`src/rtl/dbnc_pkg.sv`:
```
package dbnc_pkg;
  localparam int unsigned DEF_NUM_PORTS = 4;
  localparam int unsigned DEF_PORT_PINS = 8;
  localparam int unsigned DEF_LIMIT_W   = 8;

  typedef enum logic {
    SEL_LIMIT = 1'b0,
    SEL_EN    = 1'b1
  } reg_sel_e;
endpackage

```
`src/rtl/dbnc_pin.sv`:
```
module dbnc_pin #(
  parameter int unsigned LIMIT_W = 8
) (
  input  logic               clk_i,
  input  logic               rst_ni,
  input  logic               tick_i,
  input  logic               raw_i,
  input  logic               en_i,
  input  logic [LIMIT_W-1:0] limit_i,
  output logic               filt_o
);
  logic               filt_q;
  logic [LIMIT_W-1:0] cnt_q;
  logic               limit_zero;
  logic               differ;
  logic               expire;
  logic [LIMIT_W:0]   cnt_next;

  assign limit_zero = (limit_i == '0);
  assign differ     = raw_i ^ filt_q;
  assign cnt_next   = {1'b0, cnt_q} + {{LIMIT_W{1'b0}}, 1'b1};
  assign expire     = (cnt_next >= {1'b0, limit_i});

  // Idle filters shadow the raw level so enabling never glitches.
  always_ff @(posedge clk_i or negedge rst_ni) begin
    if (!rst_ni) begin
      filt_q <= 1'b0;
      cnt_q  <= '0;
    end else if (!en_i || limit_zero || !differ) begin
      filt_q <= raw_i;
      cnt_q  <= '0;
    end else if (tick_i) begin
      if (expire) begin
        filt_q <= raw_i;
        cnt_q  <= '0;
      end else begin
        cnt_q  <= cnt_next[LIMIT_W-1:0];
      end
    end
  end

  assign filt_o = (en_i && !limit_zero) ? filt_q : raw_i;
endmodule

```
`src/rtl/dbnc_port.sv`:
```
module dbnc_port #(
  parameter int unsigned PORT_PINS = 8,
  parameter int unsigned LIMIT_W   = 8
) (
  input  logic                 clk_i,
  input  logic                 rst_ni,
  input  logic                 tick_i,
  input  logic [PORT_PINS-1:0] raw_i,
  input  logic [PORT_PINS-1:0] en_i,
  input  logic [LIMIT_W-1:0]   limit_i,
  output logic [PORT_PINS-1:0] filt_o
);
  for (genvar i = 0; i < PORT_PINS; i++) begin : g_pin
    dbnc_pin #(
      .LIMIT_W(LIMIT_W)
    ) pin_i (
      .clk_i  (clk_i),
      .rst_ni (rst_ni),
      .tick_i (tick_i),
      .raw_i  (raw_i[i]),
      .en_i   (en_i[i]),
      .limit_i(limit_i),
      .filt_o (filt_o[i])
    );
  end
endmodule

```
`src/rtl/dbnc_regs.sv`:
```
module dbnc_regs
  import dbnc_pkg::*;
#(
  parameter int unsigned NUM_PORTS = 4,
  parameter int unsigned PORT_PINS = 8,
  parameter int unsigned LIMIT_W   = 8,
  parameter int unsigned ADDR_W    = 3,
  parameter int unsigned DATA_W    = 16
) (
  input  logic                                 clk_i,
  input  logic                                 rst_ni,
  input  logic                                 bus_wr_i,
  input  logic [ADDR_W-1:0]                    bus_addr_i,
  input  logic [DATA_W-1:0]                    bus_wdata_i,
  output logic [DATA_W-1:0]                    bus_rdata_o,
  output logic [NUM_PORTS-1:0][LIMIT_W-1:0]    limit_o,
  output logic [NUM_PORTS-1:0][PORT_PINS-1:0]  en_o
);
  localparam int unsigned PORT_AW = ADDR_W - 1;

  reg_sel_e               sel;
  logic [PORT_AW-1:0]     idx;
  logic [PORT_PINS-1:0]   strobe;
  logic [PORT_PINS-1:0]   value;

  assign sel    = reg_sel_e'(bus_addr_i[ADDR_W-1]);
  assign idx    = bus_addr_i[PORT_AW-1:0];
  assign strobe = bus_wdata_i[2*PORT_PINS-1:PORT_PINS];
  assign value  = bus_wdata_i[PORT_PINS-1:0];

  for (genvar p = 0; p < NUM_PORTS; p++) begin : g_port
    logic hit;
    assign hit = bus_wr_i && (idx == PORT_AW'(p));

    always_ff @(posedge clk_i or negedge rst_ni) begin
      if (!rst_ni) begin
        limit_o[p] <= '0;
      end else if (hit && sel == SEL_LIMIT) begin
        limit_o[p] <= bus_wdata_i[LIMIT_W-1:0];
      end
    end

    // Masked alias: only strobed bits take the new value.
    always_ff @(posedge clk_i or negedge rst_ni) begin
      if (!rst_ni) begin
        en_o[p] <= '0;
      end else if (hit && sel == SEL_EN) begin
        en_o[p] <= (en_o[p] & ~strobe) | (value & strobe);
      end
    end
  end

  always_comb begin
    bus_rdata_o = '0;
    if (int'(idx) < int'(NUM_PORTS)) begin
      if (sel == SEL_LIMIT) bus_rdata_o[LIMIT_W-1:0]   = limit_o[idx];
      else                  bus_rdata_o[PORT_PINS-1:0] = en_o[idx];
    end
  end
endmodule

```
`src/rtl/dbnc_bank.sv`:
```
module dbnc_bank
  import dbnc_pkg::*;
#(
  parameter int unsigned NUM_PORTS = DEF_NUM_PORTS,
  parameter int unsigned PORT_PINS = DEF_PORT_PINS,
  parameter int unsigned LIMIT_W   = DEF_LIMIT_W,
  localparam int unsigned NUM_PINS = NUM_PORTS * PORT_PINS,
  localparam int unsigned PORT_AW  = (NUM_PORTS > 1) ? $clog2(NUM_PORTS) : 1,
  localparam int unsigned ADDR_W   = PORT_AW + 1,
  localparam int unsigned DATA_W   = 2 * PORT_PINS
) (
  input  logic                clk_i,
  input  logic                rst_ni,
  input  logic                tick_i,
  input  logic [NUM_PINS-1:0] pin_raw_i,
  input  logic                bus_wr_i,
  input  logic [ADDR_W-1:0]   bus_addr_i,
  input  logic [DATA_W-1:0]   bus_wdata_i,
  output logic [DATA_W-1:0]   bus_rdata_o,
  output logic [NUM_PINS-1:0] pin_filt_o
);
  logic [NUM_PORTS-1:0][LIMIT_W-1:0]   port_limit;
  logic [NUM_PORTS-1:0][PORT_PINS-1:0] pin_en;

  dbnc_regs #(
    .NUM_PORTS(NUM_PORTS),
    .PORT_PINS(PORT_PINS),
    .LIMIT_W  (LIMIT_W),
    .ADDR_W   (ADDR_W),
    .DATA_W   (DATA_W)
  ) regs_i (
    .clk_i      (clk_i),
    .rst_ni     (rst_ni),
    .bus_wr_i   (bus_wr_i),
    .bus_addr_i (bus_addr_i),
    .bus_wdata_i(bus_wdata_i),
    .bus_rdata_o(bus_rdata_o),
    .limit_o    (port_limit),
    .en_o       (pin_en)
  );

  for (genvar p = 0; p < NUM_PORTS; p++) begin : g_port
    dbnc_port #(
      .PORT_PINS(PORT_PINS),
      .LIMIT_W  (LIMIT_W)
    ) port_i (
      .clk_i  (clk_i),
      .rst_ni (rst_ni),
      .tick_i (tick_i),
      .raw_i  (pin_raw_i[p*PORT_PINS +: PORT_PINS]),
      .en_i   (pin_en[p]),
      .limit_i(port_limit[p]),
      .filt_o (pin_filt_o[p*PORT_PINS +: PORT_PINS])
    );
  end
endmodule

```
`config.mk`:
```
export PLATFORM = sky130hd
export DESIGN_NAME = dbnc_bank
export DESIGN_NICKNAME = d
export VERILOG_FILES = /design/src/rtl/dbnc_pkg.sv /design/src/rtl/dbnc_pin.sv /design/src/rtl/dbnc_port.sv /design/src/rtl/dbnc_regs.sv /design/src/rtl/dbnc_bank.sv
export SDC_FILE = /design/constraint.sdc
export NUM_CORES = 1
export LEC_CHECK = 0
export ABC_AREA = 1
export BUFFER_PORTS_ARGS = -buffer_cell sky130_fd_sc_hd__buf_2
export CELL_PAD_IN_SITES_DETAIL_PLACEMENT = 2
export CELL_PAD_IN_SITES_GLOBAL_PLACEMENT = 2
export CORE_MARGIN = 2
export CORE_UTILIZATION = 36
export DETAILED_ROUTE_END_ITERATION = 6
export PLACE_DENSITY_LB_ADDON = 0.3
export RECOVER_POWER = 100
export SYNTH_ARGS = -nofsm -noshare
export SYNTH_HDL_FRONTEND = slang
export SYNTH_SLANG_ARGS = --single-unit
```
`constraint.sdc`:
```
create_clock -name clk_i -period 4.9 [get_ports clk_i]
set_clock_uncertainty 0.2 [all_clocks]
set_input_delay 0.98 -clock clk_i [delete_from_list [all_inputs] [get_ports clk_i]]
set_output_delay 0.98 -clock clk_i [all_outputs]
set_load 0.02 [all_outputs]
```
==> impl_metrics.json, run 1 <==
{
  "vias_per_cell": 5.31,
  "synth_area_sq_um": 26300,
  "num_rows": 99,
  "numCtsBuffers": 47,
  "antenna_found_initial": 9,
  "relSlewSlack": -1.36,
  "grt_pass1_vias": 26600,
  "antennaDiodeCount": 0,
  "path_class": "in -> out",
  "yosysWarnings": 0,
  "cts_hold_buf": 0,
  "hold_class": "reg -> reg",
  "htree_levels": 2,
  "die-area_sq_um": 75200,
  "placed_area_sq_um": 27600,
  "period_minus_slack_ns": 4.53,
  "nets": 3984,
  "cts_setup_buffers": 0,
  "fin_area_sq_um": 28900,
  "start_kind": "primary input",
  "start_util": 0.362,
  "tightest_slew_ns": 3.53,
  "worst_skew_pair.late_latency_ns": 0.61,
  "required_ns": 3.72,
  "finalWirelength_um": 90400,
  "routedWlPerCell_um": 19.5,
  "cp_max_fo": 17,
  "final-setup-viol-count": 0,
  "grt_pass1_wl_um": 146000,
  "endpoint_kind": "primary output",
  "finalCritPeriodShare": 0.924,
  "finalHoldWorstSlack_ns": 0.303,
  "cts_resized": 0,
  "clockBufferDepth": 3,
  "place_hpwl_um": 65400,
  "track_usage": 0.243,
  "coreArea_sq_um": 72600,
  "cts_root_buf": "clkbuf_16",
  "synth.avg_cell_area_sq_um": 7.38,
  "gr-total-overflow": 0,
  "die_x_um": 274,
  "mostFrequentLayoutCells": "1078 x nand2_1, 515 x inv_1, 352 x dfrtp_1, 288 x ha_1, 197 x nand3_1",
  "yosysUniqueCellTypes": 37,
  "cts_tree": "done",
  "fmax_mhz": 221,
  "first_iter_violations": 1241,
  "cts.clk_slew.worst_paths_ns": 0.06,
  "dr.pass1.iters": 5,
  "p_leak_nw": 15.5,
  "layout-drive-gt1-share": 0.0564,
  "synthCells": 3562,
  "rsz0062_at_grt": "no",
  "final_common_cell": "nand2_1",
  "vias": 24600,
  "drv_cap": 4,
  "cts_sinks": 352,
  "setup_tns_ns": 0,
  "worst_ep_arrival_time_ns": 3.35,
  "gp_congestion": 0.783,
  "fillerInstances": 8691,
  "drtAntennaViolNets": 0,
  "syn_to_final_growth_pct": 9.99,
  "grt_max_degree": 98,
  "outcome": "finished with violations",
  "violations": "capacitance limit, slew limit",
  "ys_seq_area_frac": 0.335,
  "num_io_pins": 103,
  "peakVddDrop_mv": 0.252,
  "ys_ff_latch": 352,
  "pwr_density_cell_nw_per_um2": 424,
  "drv_slew": 116,
  "hold_viol_final": 0,
  "fin_util": 0.398,
  "dieHeight_um": 274,
  "portBuffers": 94,
  "drcViolationCount": 0
}
-- Yosys cell counts (all sizes together) --
cell type	instances	share of area
o22ai	128	0.030
clkbuf	6	0.00086
nor4	8	0.0019
xnor2	6	0.0020
a221oi	7	0.0023
o21ai	213	0.041
o2111ai	6	0.0020
conb	1	0.00014
dfrtp	352	0.33
a32oi	1	0.00033
inv	545	0.078
a21oi	116	0.022
nand4	109	0.031
buf	92	0.023
a31oi	32	0.0076
ha	288	0.14
nand3	197	0.037
xor2	158	0.053
or2	35	0.0083
nor2	134	0.020
nand2	1095	0.16
o21bai	10	0.0029
nor3	23	0.0059
-- sequential cells by signal, indices dropped and copies added (netlist names), named ones only --
name	count
g_port.port_i.g_pin.pin_i.cnt_q	256
g_port.port_i.g_pin.pin_i.filt_q	32
regs_i.limit_o	32
-- stage by stage --
stage / worst slack (ns) / cells / power (W)
3_3_place_gp: 0.960 / 4551 / 0.00860
6_report: 0.373 / 4632 / 0.0123
5_1_grt: 0.240 / 4632 / 0.0132
3_5_place_dp: 0.931 / 4551 / 0.00890
4_1_cts: 0.489 / 4632 / 0.0126
2_1_floorplan: 1.49 / 3569 / 0.00729
-- cells by family (layout without fill, tap and decap cells) --
logic type                 after synthesis  count (layout)  synth area share
AOI/OAI and AO/OA                      513             513             0.108
buffers and inverters                  643             747             0.101
DFF                                    352             352             0.335
adders and majority gates              288             288             0.137
xor gates and xnor gates               164             164            0.0546
other                                    1               8          0.000143
and+or+nand+nor                       1601            1601             0.264
-- worst max-delay path, stage by stage --
cell and delay, ns:
clkbuf_1 0.19, inv_2 0.06, nor2_1 0.87, a221oi_1 0.22, o21ai_0 0.72, clkbuf_1 0.29
-- layout make-up --
class | count | area (sq um) | area share
Multi-Input combinational cell | 2574 | 14700 | 0.508
Sequential cell | 352 | 8810 | 0.305
Inverter | 545 | 2050 | 0.0707
Clock buffer | 65 | 1380 | 0.0478
Tap cell | 959 | 1200 | 0.0415
Timing Repair Buffer | 121 | 626 | 0.0216
Clock inverter | 16 | 171 | 0.00593
-- worst paths after layout --
path / start / endpoint / slack (ns) / cells past startpoint
min in group asynchronous: rst_ni / g_port[0].port_i.g_pin[1].pin_i.cnt_q[3] / 1.50 / 1
max in group asynchronous: rst_ni / g_port[2].port_i.g_pin[0].pin_i.cnt_q[2] / 0.91 / 2
min reg2reg: g_port[1].port_i.g_pin[0].pin_i.cnt_q[6] / g_port[1].port_i.g_pin[0].pin_i.cnt_q[6] / 0.30 / 2
max: bus_addr_i[0] / bus_rdata_o[7] / 0.37 / 6
min: g_port[1].port_i.g_pin[0].pin_i.cnt_q[6] / g_port[1].port_i.g_pin[0].pin_i.cnt_q[6] / 0.30 / 2
max reg2reg: regs_i.limit_o[8] / g_port[1].port_i.g_pin[5].pin_i.cnt_q[6] / 1.26 / 9
-- layer usage --
| layer | track usage | part of all wire |
|---|---|---|
| met1 | 0.310 | 0.45 |
| met2 | 0.431 | 0.49 |
| met3 | 0.0273 | 0.029 |
| met4 | 0.0671 | 0.027 |
| met5 | 0 | 0.00052 |
-- power by group --
part	switching, W	internal [W]
registers	0.000611	0.00336
logic	0.00322	0.00150
clock network	0.00146	0.00212
total	0.00530	0.00698
No activity file was read; power rests on OpenSTA's default activity.
==> inputs of run 2 (changes only) <==
ABC_AREA = 0   (was 1)
CELL_PAD_IN_SITES_DETAIL_PLACEMENT = 0   (was 2)
CELL_PAD_IN_SITES_GLOBAL_PLACEMENT = 1   (was 2)
PLACE_DENSITY = 0.61   (was not set)
PLACE_DENSITY_LB_ADDON = not set   (was 0.3)
==> impl_metrics.json, run 2 <==
{
  "worst_ep_arrival_time_ns": 3.15,
  "num_rows": 99,
  "syn_to_final_growth_pct": 10.3,
  "routedWlPerCell_um": 19.4,
  "yosysTopAreaCell": "dfrtp_1",
  "synthCells": 2847,
  "dr.pass1.iters": 5,
  "portBuffers": 94,
  "finalCritPeriodShare": 0.884,
  "top_register": "g_port.port_i.g_pin.pin_i.cnt_q",
  "cts_sinks": 352,
  "outcome": "finished with violations",
  "nets": 3252,
  "synthArstFlopShare": 1.00,
  "fmax_mhz": 231,
  "ys_seq_area_frac": 0.335,
  "synth_most_common_cell": "nand2_1",
  "dp.cells": 3817,
  "grt_pass1_wl_um": 121000,
  "cts_tree": "done",
  "drv_slew": 97,
  "die_x_um": 274,
  "synth.avg_cell_area_sq_um": 9.25,
  "synth_area_sq_um": 26300,
  "path_class": "reg -> out",
  "drtAntennaViolNets": 0,
  "required_ns": 3.72,
  "setup_tns_ns": 0,
  "final-setup-viol-count": 0,
  "vias": 21700,
  "start_util": 0.362,
  "p_clk_frac": 0.383,
  "pwr_density_cell_nw_per_um2": 328,
  "ys_ff_latch": 352,
  "fin_util": 0.399,
  "tightest_slew_ns": 2.60,
  "drcViolationCount": 0,
  "relSlewSlack": -0.731,
  "cts.clk_slew.worst_paths_ns": 0.06,
  "period_minus_slack_ns": 4.33,
  "yosysUniqueCellTypes": 97,
  "use_met3": 0.0420,
  "peakVddDrop_mv": 0.269,
  "antenna_found_initial": 7,
  "drv_cap": 2,
  "cts_root_buf": "clkbuf_16",
  "cp_max_fo": 14,
  "synth-edff-count": 0,
  "grt.busiest_layer": "met2",
  "endpoint_kind": "primary output",
  "p_switching_w": 0.00333,
  "grt_max_degree": 91,
  "num_io_pins": 103,
  "yosysWarnings": 0,
  "vias_per_cell": 5.56,
  "largest_register_ffs": 256,
  "synth.area.top_cells": "dfrtp_1 33%, ha_1 14%, nand2_1 5.0%, mux2_2 4.5%, xor2_1 4.0%",
  "use_met2": 0.322,
  "ys.flop_type": "dfrtp_1",
  "clockBufferDepth": 3,
  "top_regs": "g_port.port_i.g_pin.pin_i.cnt_q: 256 flops, g_port.port_i.g_pin.pin_i.filt_q: 32 flops, regs_i.limit_o: 32 flops",
  "coreArea_sq_um": 72700,
  "first_iter_violations": 1330,
  "p_leak_nw": 13.8,
  "htree_levels": 2,
  "whs_path_depth": 2,
  "die-area_sq_um": 75300,
  "synth.top_cell.area_share": 0.335,
  "r2r_cells": 10,
  "numCtsBuffers": 49,
  "synth_common_cells": "354 x nand2_1, 352 x dfrtp_1, 288 x ha_1",
  "fin_area_sq_um": 29000,
  "hold_viol_final": 0,
  "gr-total-overflow": 0,
  "worst_skew_pair.late_latency_ns": 0.60,
  "seq_power_share": 0.365,
  "place_hpwl_um": 53900,
  "final_common_cell": "nand2_1",
  "rsz0062_at_grt": "no",
  "dieHeight_um": 274,
  "swShare": 0.349,
  "globalRouteMet1Util": 0.271,
  "fin_cells": 3911,
  "grt_pass1_vias": 21700,
  "cts_resized": 0,
  "hold_class": "reg -> reg",
  "violations": "capacitance limit, slew limit",
  "layout-drive-gt1-share": 0.107,
  "cts_setup_buffers": 0,
  "p_comb_frac": 0.251,
  "finalWirelength_um": 76000,
  "placed_area_sq_um": 27600,
  "track_usage": 0.202,
  "start_kind": "flop",
  "mostFrequentLayoutCells": "354 x nand2_1, 352 x dfrtp_1, 288 x ha_1, 179 x nand3_1, 165 x o21ai_0",
  "cts_hold_buf": 0,
  "p_int_w": 0.00621,
  "gp_congestion": 0.843
}
run 2: cell types whose count changed after synthesis, moves of 33 or more:
cell and change:
nand2_1 -715, inv_1 -416, o22ai_1 -111, mux2_2 +105, and3_1 +85, xnor2_1 +81
nand4_1 -72, o21ai_1 -72, nand2b_1 +48, inv_2 -42, a21o_1 +38, xor2_1 -38
a32o_1 +36, clkbuf_1 +33
run 2: logic make-up (layout without fill, tap and decap cells):
logic type | count (synthesis) | in the layout | share of synthesized area
other | 1 | 11 | 0.000142
flip-flops | 352 | 352 | 0.335
XOR/XNOR | 207 | 207 | 0.0689
buffers and inverters | 194 | 289 | 0.0346
adder cells (fa/ha/maj) | 288 | 288 | 0.137
AO/OA/AOI/OAI | 626 | 626 | 0.162
multiplexers | 135 | 135 | 0.0644
AND/OR/NAND/NOR | 1044 | 1044 | 0.198
run 2: cell type report:
class                   instances  area [sq um]
fillers                      7208         43700
multi-input cells            2308         16500
flip-flops and latches        352          8810
clock buffers                  67          1420
well taps                     959          1200
repair buffers                111           587
inverters                      87           329
clock inverters                24           215
diodes                          3          7.51
run 2: final timing paths:
check                                                          from  slack (ns)                                  endpoint
setup / recovery                                 regs_i.limit_o[24]        0.57                            pin_filt_o[28]
hold / removal             g_port[2].port_i.g_pin[7].pin_i.cnt_q[1]        0.32  g_port[2].port_i.g_pin[7].pin_i.cnt_q[1]
setup reg to reg           g_port[2].port_i.g_pin[5].pin_i.cnt_q[0]        0.67  g_port[2].port_i.g_pin[5].pin_i.cnt_q[6]
hold reg to reg            g_port[2].port_i.g_pin[7].pin_i.cnt_q[1]        0.32  g_port[2].port_i.g_pin[7].pin_i.cnt_q[1]
max in group asynchronous                                    rst_ni        1.06  g_port[2].port_i.g_pin[5].pin_i.cnt_q[1]
min in group asynchronous                                    rst_ni        0.93  g_port[0].port_i.g_pin[7].pin_i.cnt_q[7]
run 2: stage by stage:
stage,hold WS [ns],power [W],setup WS [ns]
finish,0.315,0.00953,0.567
global route,0.344,0.0101,0.237
CTS,0.240,0.00976,0.620
detailed placement,0.305,0.00602,1.01
global placement,0.292,0.00596,1.01
floorplan,0.268,0.00513,1.35
run 2: critical path, stage by stage, from the launching register on:
cell	delay, ns
dfrtp_1	0.55
nor4_1	0.52
nand2_1	0.59
nand2_1	0.38
mux2_2	0.36
buf_2	0.16
run 2: metal layers:
layer / up-vias / share of wire / wire length (um)
li1: 10600 / - / -
met1: 10600 / 0.46 / 35000
met2: 408 / 0.45 / 33900
met3: 126 / 0.061 / 4600
met4: 10 / 0.032 / 2450
met5: - / 0.00091 / 69
run 2: power by group through the flow:
| stage | combinational, W | clock, W | sequential (W) |
|---|---|---|---|
| floorplan | 0.00178 | 0 | 0.00335 |
| global placement | 0.00242 | 0 | 0.00354 |
| detailed placement | 0.00248 | 0 | 0.00354 |
| CTS | 0.00249 | 0.00378 | 0.00349 |
| global route | 0.00270 | 0.00389 | 0.00352 |
| finish | 0.00240 | 0.00365 | 0.00348 |
